`config.mk`:
```
export PLATFORM = sky130hd
export DESIGN_NAME = int_alu_trap
export DESIGN_NICKNAME = d
export VERILOG_FILES = /design/src/rtl/alu_pkg.sv /design/src/rtl/alu_addsub.sv /design/src/rtl/alu_logic.sv /design/src/rtl/alu_shift.sv /design/src/rtl/int_alu_trap.sv
export SDC_FILE = /design/constraint.sdc
export NUM_CORES = 1
export LEC_CHECK = 0
export ABC_CLOCK_PERIOD_IN_PS = 5300
export BUFFER_PORTS_ARGS = -buffer_cell sky130_fd_sc_hd__buf_2
export CORE_MARGIN = 2
export CORE_UTILIZATION = 40
export DETAILED_ROUTE_END_ITERATION = 8
export SLEW_MARGIN = 20
export SYNTH_ARGS = -nofsm -noshare
export SYNTH_HDL_FRONTEND = slang
export SYNTH_HIERARCHICAL = 1
export SYNTH_SLANG_ARGS = --single-unit
```
`constraint.sdc`:
```
create_clock -name clk -period 5.3 [get_ports clk]
set_input_delay 0.265 -clock clk [delete_from_list [all_inputs] [get_ports clk]]
set_output_delay 0.265 -clock clk [all_outputs]
set_load 0.01 [all_outputs]
```
`src/rtl/alu_pkg.sv`:
```
`timescale 1ns/1ps
package alu_pkg;
  localparam int OP_W = 5;

  typedef enum logic [OP_W-1:0] {
    OP_ADD_T  = 5'd0,
    OP_ADD_W  = 5'd1,
    OP_SUB_T  = 5'd2,
    OP_SUB_W  = 5'd3,
    OP_ADDI_T = 5'd4,
    OP_ADDI_W = 5'd5,
    OP_AND    = 5'd6,
    OP_OR     = 5'd7,
    OP_XOR    = 5'd8,
    OP_NOR    = 5'd9,
    OP_ANDI   = 5'd10,
    OP_ORI    = 5'd11,
    OP_XORI   = 5'd12,
    OP_SLLV   = 5'd13,
    OP_SRLV   = 5'd14,
    OP_SRAV   = 5'd15,
    OP_SLL    = 5'd16,
    OP_SRL    = 5'd17,
    OP_SRA    = 5'd18,
    OP_LUI    = 5'd19
  } alu_op_e;

  typedef enum logic [1:0] {
    LG_AND = 2'd0,
    LG_OR  = 2'd1,
    LG_XOR = 2'd2,
    LG_NOR = 2'd3
  } logic_fn_e;

  typedef enum logic [1:0] {
    SH_LEFT   = 2'd0,
    SH_RLOG   = 2'd1,
    SH_RARITH = 2'd2
  } shift_kind_e;
endpackage

```
`src/rtl/alu_addsub.sv`:
```
`timescale 1ns/1ps
module alu_addsub #(
  parameter int W = 32
) (
  input  logic [W-1:0] a_i,
  input  logic [W-1:0] b_i,
  input  logic         sub_i,
  output logic [W-1:0] sum_o,
  output logic         ovf_o
);
  logic [W-1:0] b_eff;

  // Subtraction is a + ~b + 1, carried in through the low bit.
  assign b_eff = sub_i ? ~b_i : b_i;
  assign sum_o = a_i + b_eff + {{(W-1){1'b0}}, sub_i};

  // Same-sign addends whose sum changes sign have overflowed.
  assign ovf_o = (a_i[W-1] == b_eff[W-1]) && (sum_o[W-1] != a_i[W-1]);
endmodule

```
`src/rtl/alu_logic.sv`:
```
`timescale 1ns/1ps
module alu_logic
  import alu_pkg::*;
#(
  parameter int W = 32
) (
  input  logic [W-1:0] a_i,
  input  logic [W-1:0] b_i,
  input  logic_fn_e    fn_i,
  output logic [W-1:0] y_o
);
  always_comb begin
    unique case (fn_i)
      LG_AND:  y_o = a_i & b_i;
      LG_OR:   y_o = a_i | b_i;
      LG_XOR:  y_o = a_i ^ b_i;
      default: y_o = ~(a_i | b_i);
    endcase
  end
endmodule

```
`src/rtl/alu_shift.sv`:
```
`timescale 1ns/1ps
module alu_shift
  import alu_pkg::*;
#(
  parameter int W   = 32,
  parameter int SHW = $clog2(W)
) (
  input  logic [W-1:0]   val_i,
  input  logic [SHW-1:0] amt_i,
  input  shift_kind_e    kind_i,
  output logic [W-1:0]   y_o
);
  logic [W-1:0] pre;
  logic [W-1:0] post;
  logic         fill;
  logic [W-1:0] stage [SHW+1];

  // Left shifts reuse the right-shift network on the bit-reversed value.
  always_comb begin
    for (int i = 0; i < W; i++) begin
      pre[i] = (kind_i == SH_LEFT) ? val_i[W-1-i] : val_i[i];
    end
  end

  assign fill     = (kind_i == SH_RARITH) ? val_i[W-1] : 1'b0;
  assign stage[0] = pre;

  for (genvar s = 0; s < SHW; s++) begin : g_stage
    localparam int STEP = 1 << s;
    assign stage[s+1] = amt_i[s] ? {{STEP{fill}}, stage[s][W-1:STEP]} : stage[s];
  end

  assign post = stage[SHW];

  always_comb begin
    for (int i = 0; i < W; i++) begin
      y_o[i] = (kind_i == SH_LEFT) ? post[W-1-i] : post[i];
    end
  end
endmodule

```
`src/rtl/int_alu_trap.sv`:
```
`timescale 1ns/1ps
module int_alu_trap
  import alu_pkg::*;
#(
  parameter int DATA_W = 32,
  parameter int IMM_W  = 16
) (
  input  logic              clk,
  input  logic              rst,
  input  logic              in_valid,
  input  logic [OP_W-1:0]   op,
  input  logic [DATA_W-1:0] opa,
  input  logic [DATA_W-1:0] opb,
  input  logic [IMM_W-1:0]  imm,
  output logic [DATA_W-1:0] result_q,
  output logic              wr_en_q,
  output logic              trap_q
);
  localparam int SHW = $clog2(DATA_W);
  localparam int PAD = DATA_W - IMM_W;

  logic [DATA_W-1:0] imm_sx, imm_zx, lui_val;
  logic [DATA_W-1:0] as_b, as_sum, lg_b, lg_y, sh_y;
  logic              as_sub, as_ovf;
  logic_fn_e         lg_fn;
  shift_kind_e       sh_kind;
  logic [SHW-1:0]    sh_amt;
  logic [DATA_W-1:0] res_d;
  logic              known_d, trapping_d, trap_d, wr_d;

  assign imm_sx  = {{PAD{imm[IMM_W-1]}}, imm};
  assign imm_zx  = {{PAD{1'b0}}, imm};
  assign lui_val = {imm, {PAD{1'b0}}};

  // Adder operands
  assign as_sub = (op == OP_SUB_T) || (op == OP_SUB_W);
  assign as_b   = ((op == OP_ADDI_T) || (op == OP_ADDI_W)) ? imm_sx : opb;

  alu_addsub #(.W(DATA_W)) u_addsub (
    .a_i  (opa),
    .b_i  (as_b),
    .sub_i(as_sub),
    .sum_o(as_sum),
    .ovf_o(as_ovf)
  );

  // Logic operands
  always_comb begin
    lg_b  = opb;
    lg_fn = LG_AND;
    case (op)
      OP_OR:   lg_fn = LG_OR;
      OP_XOR:  lg_fn = LG_XOR;
      OP_NOR:  lg_fn = LG_NOR;
      OP_ANDI: begin lg_b = imm_zx; lg_fn = LG_AND; end
      OP_ORI:  begin lg_b = imm_zx; lg_fn = LG_OR;  end
      OP_XORI: begin lg_b = imm_zx; lg_fn = LG_XOR; end
      default: lg_fn = LG_AND;
    endcase
  end

  alu_logic #(.W(DATA_W)) u_logic (
    .a_i (opa),
    .b_i (lg_b),
    .fn_i(lg_fn),
    .y_o (lg_y)
  );

  // Shift operands
  always_comb begin
    sh_amt  = imm[SHW-1:0];
    sh_kind = SH_LEFT;
    case (op)
      OP_SLLV: begin sh_amt = opa[SHW-1:0]; sh_kind = SH_LEFT;   end
      OP_SRLV: begin sh_amt = opa[SHW-1:0]; sh_kind = SH_RLOG;   end
      OP_SRAV: begin sh_amt = opa[SHW-1:0]; sh_kind = SH_RARITH; end
      OP_SRL:  sh_kind = SH_RLOG;
      OP_SRA:  sh_kind = SH_RARITH;
      default: sh_kind = SH_LEFT;
    endcase
  end

  alu_shift #(.W(DATA_W), .SHW(SHW)) u_shift (
    .val_i (opb),
    .amt_i (sh_amt),
    .kind_i(sh_kind),
    .y_o   (sh_y)
  );

  // Result selection
  always_comb begin
    res_d      = '0;
    known_d    = 1'b1;
    trapping_d = 1'b0;
    case (op)
      OP_ADD_T, OP_SUB_T, OP_ADDI_T: begin res_d = as_sum; trapping_d = 1'b1; end
      OP_ADD_W, OP_SUB_W, OP_ADDI_W: res_d = as_sum;
      OP_AND, OP_OR, OP_XOR, OP_NOR,
      OP_ANDI, OP_ORI, OP_XORI:      res_d = lg_y;
      OP_SLLV, OP_SRLV, OP_SRAV,
      OP_SLL, OP_SRL, OP_SRA:        res_d = sh_y;
      OP_LUI:                        res_d = lui_val;
      default:                       known_d = 1'b0;
    endcase
  end

  assign trap_d = in_valid && trapping_d && as_ovf;
  assign wr_d   = in_valid && known_d && !trap_d;

  always_ff @(posedge clk) begin
    if (rst) begin
      result_q <= '0;
      wr_en_q  <= 1'b0;
      trap_q   <= 1'b0;
    end else begin
      wr_en_q <= wr_d;
      trap_q  <= trap_d;
      if (in_valid) begin
        result_q <= res_d;
      end
    end
  end
endmodule

```
==> run metrics, run 1 <==
drt first-iter violations=964; DRT Pass-1 Iters=5; crit start category=input port; global-route met3 utilization=2.48%; PwrDens=171 nW/µm²; DRC violations left=0; Slew HR=37.8%; register area share after synthesis=6.83%; hpwl dp=30700 µm; minimum clock period after layout=4.25 ns; final setup vio count=0; Max Cap Viol=0; cell area after synthesis=9960 µm²; vias in the first global route=9581; Post-Place Cells=1646; Worst Path Class, Setup=input port to flop; n_diodes=0; first-pass GRT wire length=58400 µm; vias per std cell=6.28; Fin Hold WS=0.196 ns; syn_nets=1460; synth-to-layout area growth=8.93%; Reg clk slew, reported paths=0.06 ns; CTS buffer count=5; Core Util, Final=44.5%; Final WS setup=1.05 ns; die area=26200 µm²; Clock Path Buffers=2; DR vias=10400; Mapped Cells=1277; status=completed; WP data required=5.48 ns; Lkg Pwr=4.98 nW; Core ar.=24400 µm²; # IOs=122; Hold Fails Final Rpt=0; drt total wl=38700 µm; Global Route Usage Sum=28.7%; count of yosys warnings during synthesis=6; Non-Filler Instances=1654; number of port buffers=121; Least-Margin Pin Slew=0.931 ns; Die Wd=162 µm; post-cts sizing count=0; maximum clock rate=235 MHz; Fin Setup TNS=0 ns; GR Overflow Total=0; Layout Skew=0 ns; initial antenna violation count=1; Die Y=162 µm; CP Data Arrival Time=4.43 ns; FF+latch count, synth=34; remaining antenna violation count after routing=0; period utilization=80.1%; # rows=57; H-tree depth=2; GRT met1 Usage=38.1%; dpl ws=0.809 ns; Initial Util=40.8%; RSZ-0062 raised after global routing=false; largest net degree at the start of global routing=58; GR Layer Usage met2=49.0%; Post-CTS Repair Setup Buffers=0; Synth Flop Type=dfxtp_1; post-synth cell types=89; Slew Viols, Final=0; layout cells sized above 1=22.4%; EDFF count, synth=0; hold crit path type=input port to flop; Hold-fix buffers, CTS=0; Avg Cell Area, Syn=7.80 µm²; clk sink count=34; gr busiest metal=met2; Crit Path Max Fanout=17; clock root buffer=clkbuf_16; Clk Latency, worst-skew pair=0.29 ns; DR WL/cell=23.4 µm; Worst VDD drop=0.114 mV; final net count=1512; Setup crit end kind=flop; Async SR Flop Fraction=0%; CTS tree=done; GP Congestion=0.979
-- metal layers --
layer,vias up,wire [µm]
li1,4838,-
met3,66,2540
met4,0,1520
met2,485,18400
met5,-,0
met1,5004,16300
-- cells in the mapped netlist (all sizes together) (4+ instances only) --
cell    number  area, µm²
a221oi       6       58.8
o21ai      115        576
mux4        45       1040
o221ai      10       93.8
nand4        9       56.3
a221o       18        180
nor4b        4       41.3
a31oi        6       43.8
a21oi       67        339
nand3       41        205
nor2b       18        143
nand2      163        612
and3        21        131
a211oi       9       67.6
o31ai        9       67.6
nor2        54        205
a22oi       10       75.1
a32oi        5       43.8
a21o         9       67.6
o21bai       7       52.6
mux2        74        938
a22o        32        280
inv         81        304
o22ai       11       68.8
ha          94       1180
nor3        11       66.3
nand3b       4       33.8
buf         51        360
xnor2       16        140
a211o       18        158
clkbuf      53        201
dfxtp       34        681
a21boi      21        158
or3          5       31.3
mux2i       18        184
o211ai       9       72.6
o21a        10       82.6
xor2        43        377
and2        23        144
nand2b       4       25.0
-- cells in the final DEF (no fill, tap or decap), types with 10 or more instances in the layout --
cell type	instances
a211o_1	18
a21boi_0	19
a21oi_1	66
a221o_1	18
a22o_1	32
a22oi_1	10
and2_1	23
and3_1	21
buf_2	121
buf_4	26
dfxtp_1	34
ha_1	94
inv_1	80
mux2_2	46
mux2_4	28
mux2i_1	17
mux4_2	37
nand2_1	163
nand3_1	41
nor2_1	51
nor2b_1	14
nor3_1	10
o21ai_0	84
o21ai_1	31
o22ai_1	11
xnor2_1	16
xor2_1	43
-- stage by stage --
stage | total power [mW] | area (µm²)
after floorplan | 1.12 | 9960
after global placement | 1.48 | 10700
after detailed placement | 1.48 | 10700
after CTS | 1.83 | 10900
after global routing | 1.96 | 10900
final | 1.85 | 10900
-- final cells by class --
class | instances | area [µm²]
clock inverters | 3 | 40.0
flip-flops and latches | 34 | 681
inverters | 81 | 304
repair buffers | 149 | 841
multi-input cells | 1058 | 8460
fillers | 2536 | 13500
well taps | 324 | 405
clock buffers | 5 | 125
-- registers in the layout, summed over array words and instances (netlist names) --
signal and count:
result_q 32, trap_q 1, wr_en_q 1
-- cell families (layout without fill, tap and decap cells) --
group                      after synthesis  in the layout  synth area share, %
AOI/OAI and AO/OA                      394            394                 27.2
xor gates and xnor gates                59             59                 5.19
adders and majority gates               95             95                 12.0
buffers and inverters                  185            238                 8.69
DFF                                     34             34                 6.83
muxes                                  137            137                 21.7
and+or+nand+nor                        373            373                 18.4
-- power breakdown --
group | total, mW | switching (mW) | internal, mW
Combinational | 1.21 | 0.722 | 0.490
Sequential | 0.291 | 0.0175 | 0.274
Clock | 0.351 | 0.131 | 0.221
-- critical path, cell delays in order --
cell	delay (ns)
buf_2	0.21
nor4bb_2	0.34
buf_4	0.27
inv_1	0.06
o32ai_1	0.12
buf_4	0.24
or2_1	0.52
mux4_1	0.74
mux4_2	0.55
mux4_2	0.52
mux2_2	0.29
a221o_1	0.30
-- worst paths after layout --
kind / start / end / cells past startpoint / slack (ns)
max: op[0] / result_q[10]$_SDFFE_PP0P_ / 12 / 1.05
min: in_valid / wr_en_q$_SDFF_PP0_ / 2 / 0.20
max reg2reg: result_q[15]$_SDFFE_PP0P_ / result_q[15]$_SDFFE_PP0P_ / 2 / 4.36
min reg2reg: result_q[12]$_SDFFE_PP0P_ / result_q[12]$_SDFFE_PP0P_ / 2 / 0.59
Note: power is estimated with default switching activity, not from simulation.
==> run 2: changes to the inputs <==
--- a/config.mk
+++ b/config.mk
@@ -5,7 +5,8 @@
 export SDC_FILE = /design/constraint.sdc
 export NUM_CORES = 1
 export LEC_CHECK = 0
-export ABC_CLOCK_PERIOD_IN_PS = 5300
+export ABC_AREA = 1
+export ABC_CLOCK_PERIOD_IN_PS = 3700
 export BUFFER_PORTS_ARGS = -buffer_cell sky130_fd_sc_hd__buf_2
 export CORE_MARGIN = 2
 export CORE_UTILIZATION = 40
==> constraint.sdc (replaced) <==
create_clock -name clk -period 3.7 [get_ports clk]
set_input_delay 0.185 -clock clk [delete_from_list [all_inputs] [get_ports clk]]
set_output_delay 0.185 -clock clk [all_outputs]
set_load 0.01 [all_outputs]
==> run metrics, run 2 <==
status=completed; cell area after synthesis=10400 µm² (+4.3%); post-cts sizing count=0 (unchanged); Area after DPL=11100 µm² (+3.5%); CTS tree=done; hpwl dp=35200 µm (+15%); Pint=1.20 mW (+22%); number of port buffers=121 (unchanged); # IOs=122 (unchanged); Slew HR=27.0% (-11 points); final net count=2197 (+45%); synth-to-layout area growth=7.96%; Setup crit end kind=flop; vias per std cell=5.51 (-12%); DR vias=12900 (+24%); syn_nets=2143 (+47%); Layout Skew=0 ns (unchanged); post-synth cell types=44 (-51%); initial antenna violation count=0 (-1); DRC violations left=0 (unchanged); Least-Margin Pin Slew=1.09 ns (+0.163 ns); max reg flops=32 (unchanged); WP data required=3.87 ns (-1.61 ns); DRT Pass-1 Iters=7 (+2); Slew Viols, Final=0 (unchanged); GP Congestion=1.11 (+13%); RSZ-0062 raised after global routing=false; Final WS setup=0.213 ns (-0.839 ns); minimum clock period after layout=3.49 ns; drt total wl=43100 µm (+11%); clock root buffer=clkbuf_16; count of yosys warnings during synthesis=6 (unchanged); CP Data Arrival Time=3.65 ns (-0.78 ns); max incr delay on CP=0.43 ns (-0.31 ns); Clock Path Buffers=2 (unchanged); Clk network pwr share=17.0% (-1.9 points); hold crit path type=input port to flop; largest net degree at the start of global routing=75 (+29%); Worst path slowest cell=ha_1; register share of total power=15.2% (-0.5 points); remaining antenna violation count after routing=0 (unchanged); Max Cap Viol=0 (unchanged); top-area cell type share of the netlist area=24.0% (+12 points); drt first-iter violations=1368 (+42%); register area share after synthesis=6.55% (-0.28 points); EDFF count, synth=0 (unchanged); crit path from=op[2]; gr busiest metal=met2; first-pass GRT wire length=65400 µm (+12%); Crit Path Max Fanout=17 (unchanged); Synth area leader=nand2_1; Hold Fails Final Rpt=0 (unchanged); Reg with most FFs=result_q; commonest non-fill, non-tap cells in the layout=663 x nand2_1, 383 x nand3_1, 254 x inv_1; Core ar.=25300 µm² (+3.8%); top cells by count, synth=664 x nand2_1, 383 x nand3_1, 254 x inv_1; Post-Place Cells=2337 (+42%); maximum clock rate=287 MHz; Top Registers=result_q x32, trap_q x1, wr_en_q x1; DR WL/cell=18.4 µm (-21%); Global Route Usage Sum=31.2% (+2.4 points); die area=27300 µm² (+4.2%); Worst VDD drop=0.224 mV (+96%); CTS buffer count=5 (unchanged); Fin Hold WS=0.168 ns (-0.0283 ns); # rows=58 (+1.8%); Post-CTS Repair Setup Buffers=0 (unchanged); Overall Power=2.59 mW (+40%); FF+latch count, synth=34 (unchanged); HP Start=rst; dpl ws=-0.0408 ns (-0.850 ns); worst r2r src=result_q[29]$_SDFFE_PP0P_; Synth area leaders=nand2_1 24%, nand3_1 18%, ha_1 11%, inv_1 9.2%, dfxtp_1 6.6%; Reg clk slew, reported paths=0.06 ns (about the same); PwrDens=231 nW/µm² (+35%); Async SR Flop Fraction=0% (unchanged); GRT met1 Usage=44.7% (+6.6 points); worst-path cell chain=buf_2, inv_2, nor2_2, nand2_1, inv_1, buf_4, o21ai_0, xor2_1, ha_1, nand2_2, nor2_1, inv_2, nor2_4, nand4_1, nand3_1, xor2_1, nand2_1, nand3_1, nor2_1, o21ai_2; crit start category=input port; Non-Filler Instances=2345 (+42%); Initial Util=41.0% (+0.17 points); top-count cell post-synth=nand2_1; GR Overflow Total=0 (unchanged); vias in the first global route=11400 (+19%); clk sink count=34 (unchanged); Comb power frac=67.8% (+2.4 points); Mapped Cells=1960 (+53%); Switching Share=53.6% (+6.7 points); GR Layer Usage met2=48.9% (-0.13 points); Hold-fix buffers, CTS=0 (unchanged); layout cells sized above 1=12.5% (-9.9 points); post-route cell area=11200 µm² (+3.3%); Synth Flop Type=dfxtp_1; most common cell after layout, fill and taps aside=nand2_1; Die Wd=165 µm (+2.1%); Lkg Pwr=6.42 nW (+29%); period utilization=94.2%; Die Y=165 µm (+2.1%); global-route met3 utilization=2.97% (+0.50 points); Avg Cell Area, Syn=5.30 µm² (-32%); Clk Latency, worst-skew pair=0.28 ns (about the same); final setup vio count=0 (unchanged); H-tree depth=2 (unchanged); Worst Path Class, Setup=input port to flop; n_diodes=0 (unchanged); Net Switching=1.39 mW (+60%)
[run 2: routing by layer]
| metal | wire length [µm] | up-vias |
|---|---|---|
| li1 | - | 6362 |
| met1 | 19600 | 5894 |
| met2 | 18500 | 613 |
| met3 | 3580 | 56 |
| met4 | 1430 | 0 |
| met5 | 0 | - |
[run 2: cell families after synthesis]
logic type	synth area share, %
fa+ha+maj	11.5
buf+inv	15.7
simple gates	53.5
compound gates	8.61
xor+xnor	4.13
flops	6.55
[run 2: worst paths after layout]
path                                                  end  slack (ns)  cells after the start
worst max-delay path            result_q[17]$_SDFFE_PP0P_        0.21                     20
worst max register to register  result_q[29]$_SDFFE_PP0P_        2.96                      2
worst min-delay path            result_q[14]$_SDFFE_PP0P_        0.17                      2
worst min register to register  result_q[27]$_SDFFE_PP0P_        0.46                      2
[run 2: cell type report]
class / instances / area [µm²]
Fill cell: 2910 / 14100
Multi-Input combinational cell: 1556 / 8120
Inverter: 270 / 1020
Timing Repair Buffer: 147 / 838
Sequential cell: 34 / 681
Tap cell: 330 / 413
Clock buffer: 6 / 139
Clock inverter: 2 / 12.5
[run 2: power groups by stage]
stage,combinational (mW),clock (mW),sequential [mW]
2_1_floorplan,1.21,0,0.407
3_3_place_gp,1.71,0,0.401
3_5_place_dp,1.71,0,0.402
4_1_cts,1.72,0.441,0.394
5_1_grt,1.94,0.452,0.395
6_report,1.76,0.441,0.394
[run 2: worst max-delay path: cells and delay by family]
| family | cells | cell delay [ns] |
|---|---|---|
| simple gates | 10 | 1.72 |
| buf+inv | 5 | 0.77 |
| fa+ha+maj | 1 | 0.43 |
| compound gates | 2 | 0.21 |
| xor+xnor | 2 | 0.31 |
[run 2: per-stage QoR]
stage / utilization (%) / setup TNS [ns]
floorplan: - / 0
global placement: 43.7 / -0.0257
detailed placement: 43.7 / -0.0408
CTS: 44.3 / 0
global route: 44.3 / 0
finish: 44.3 / 0
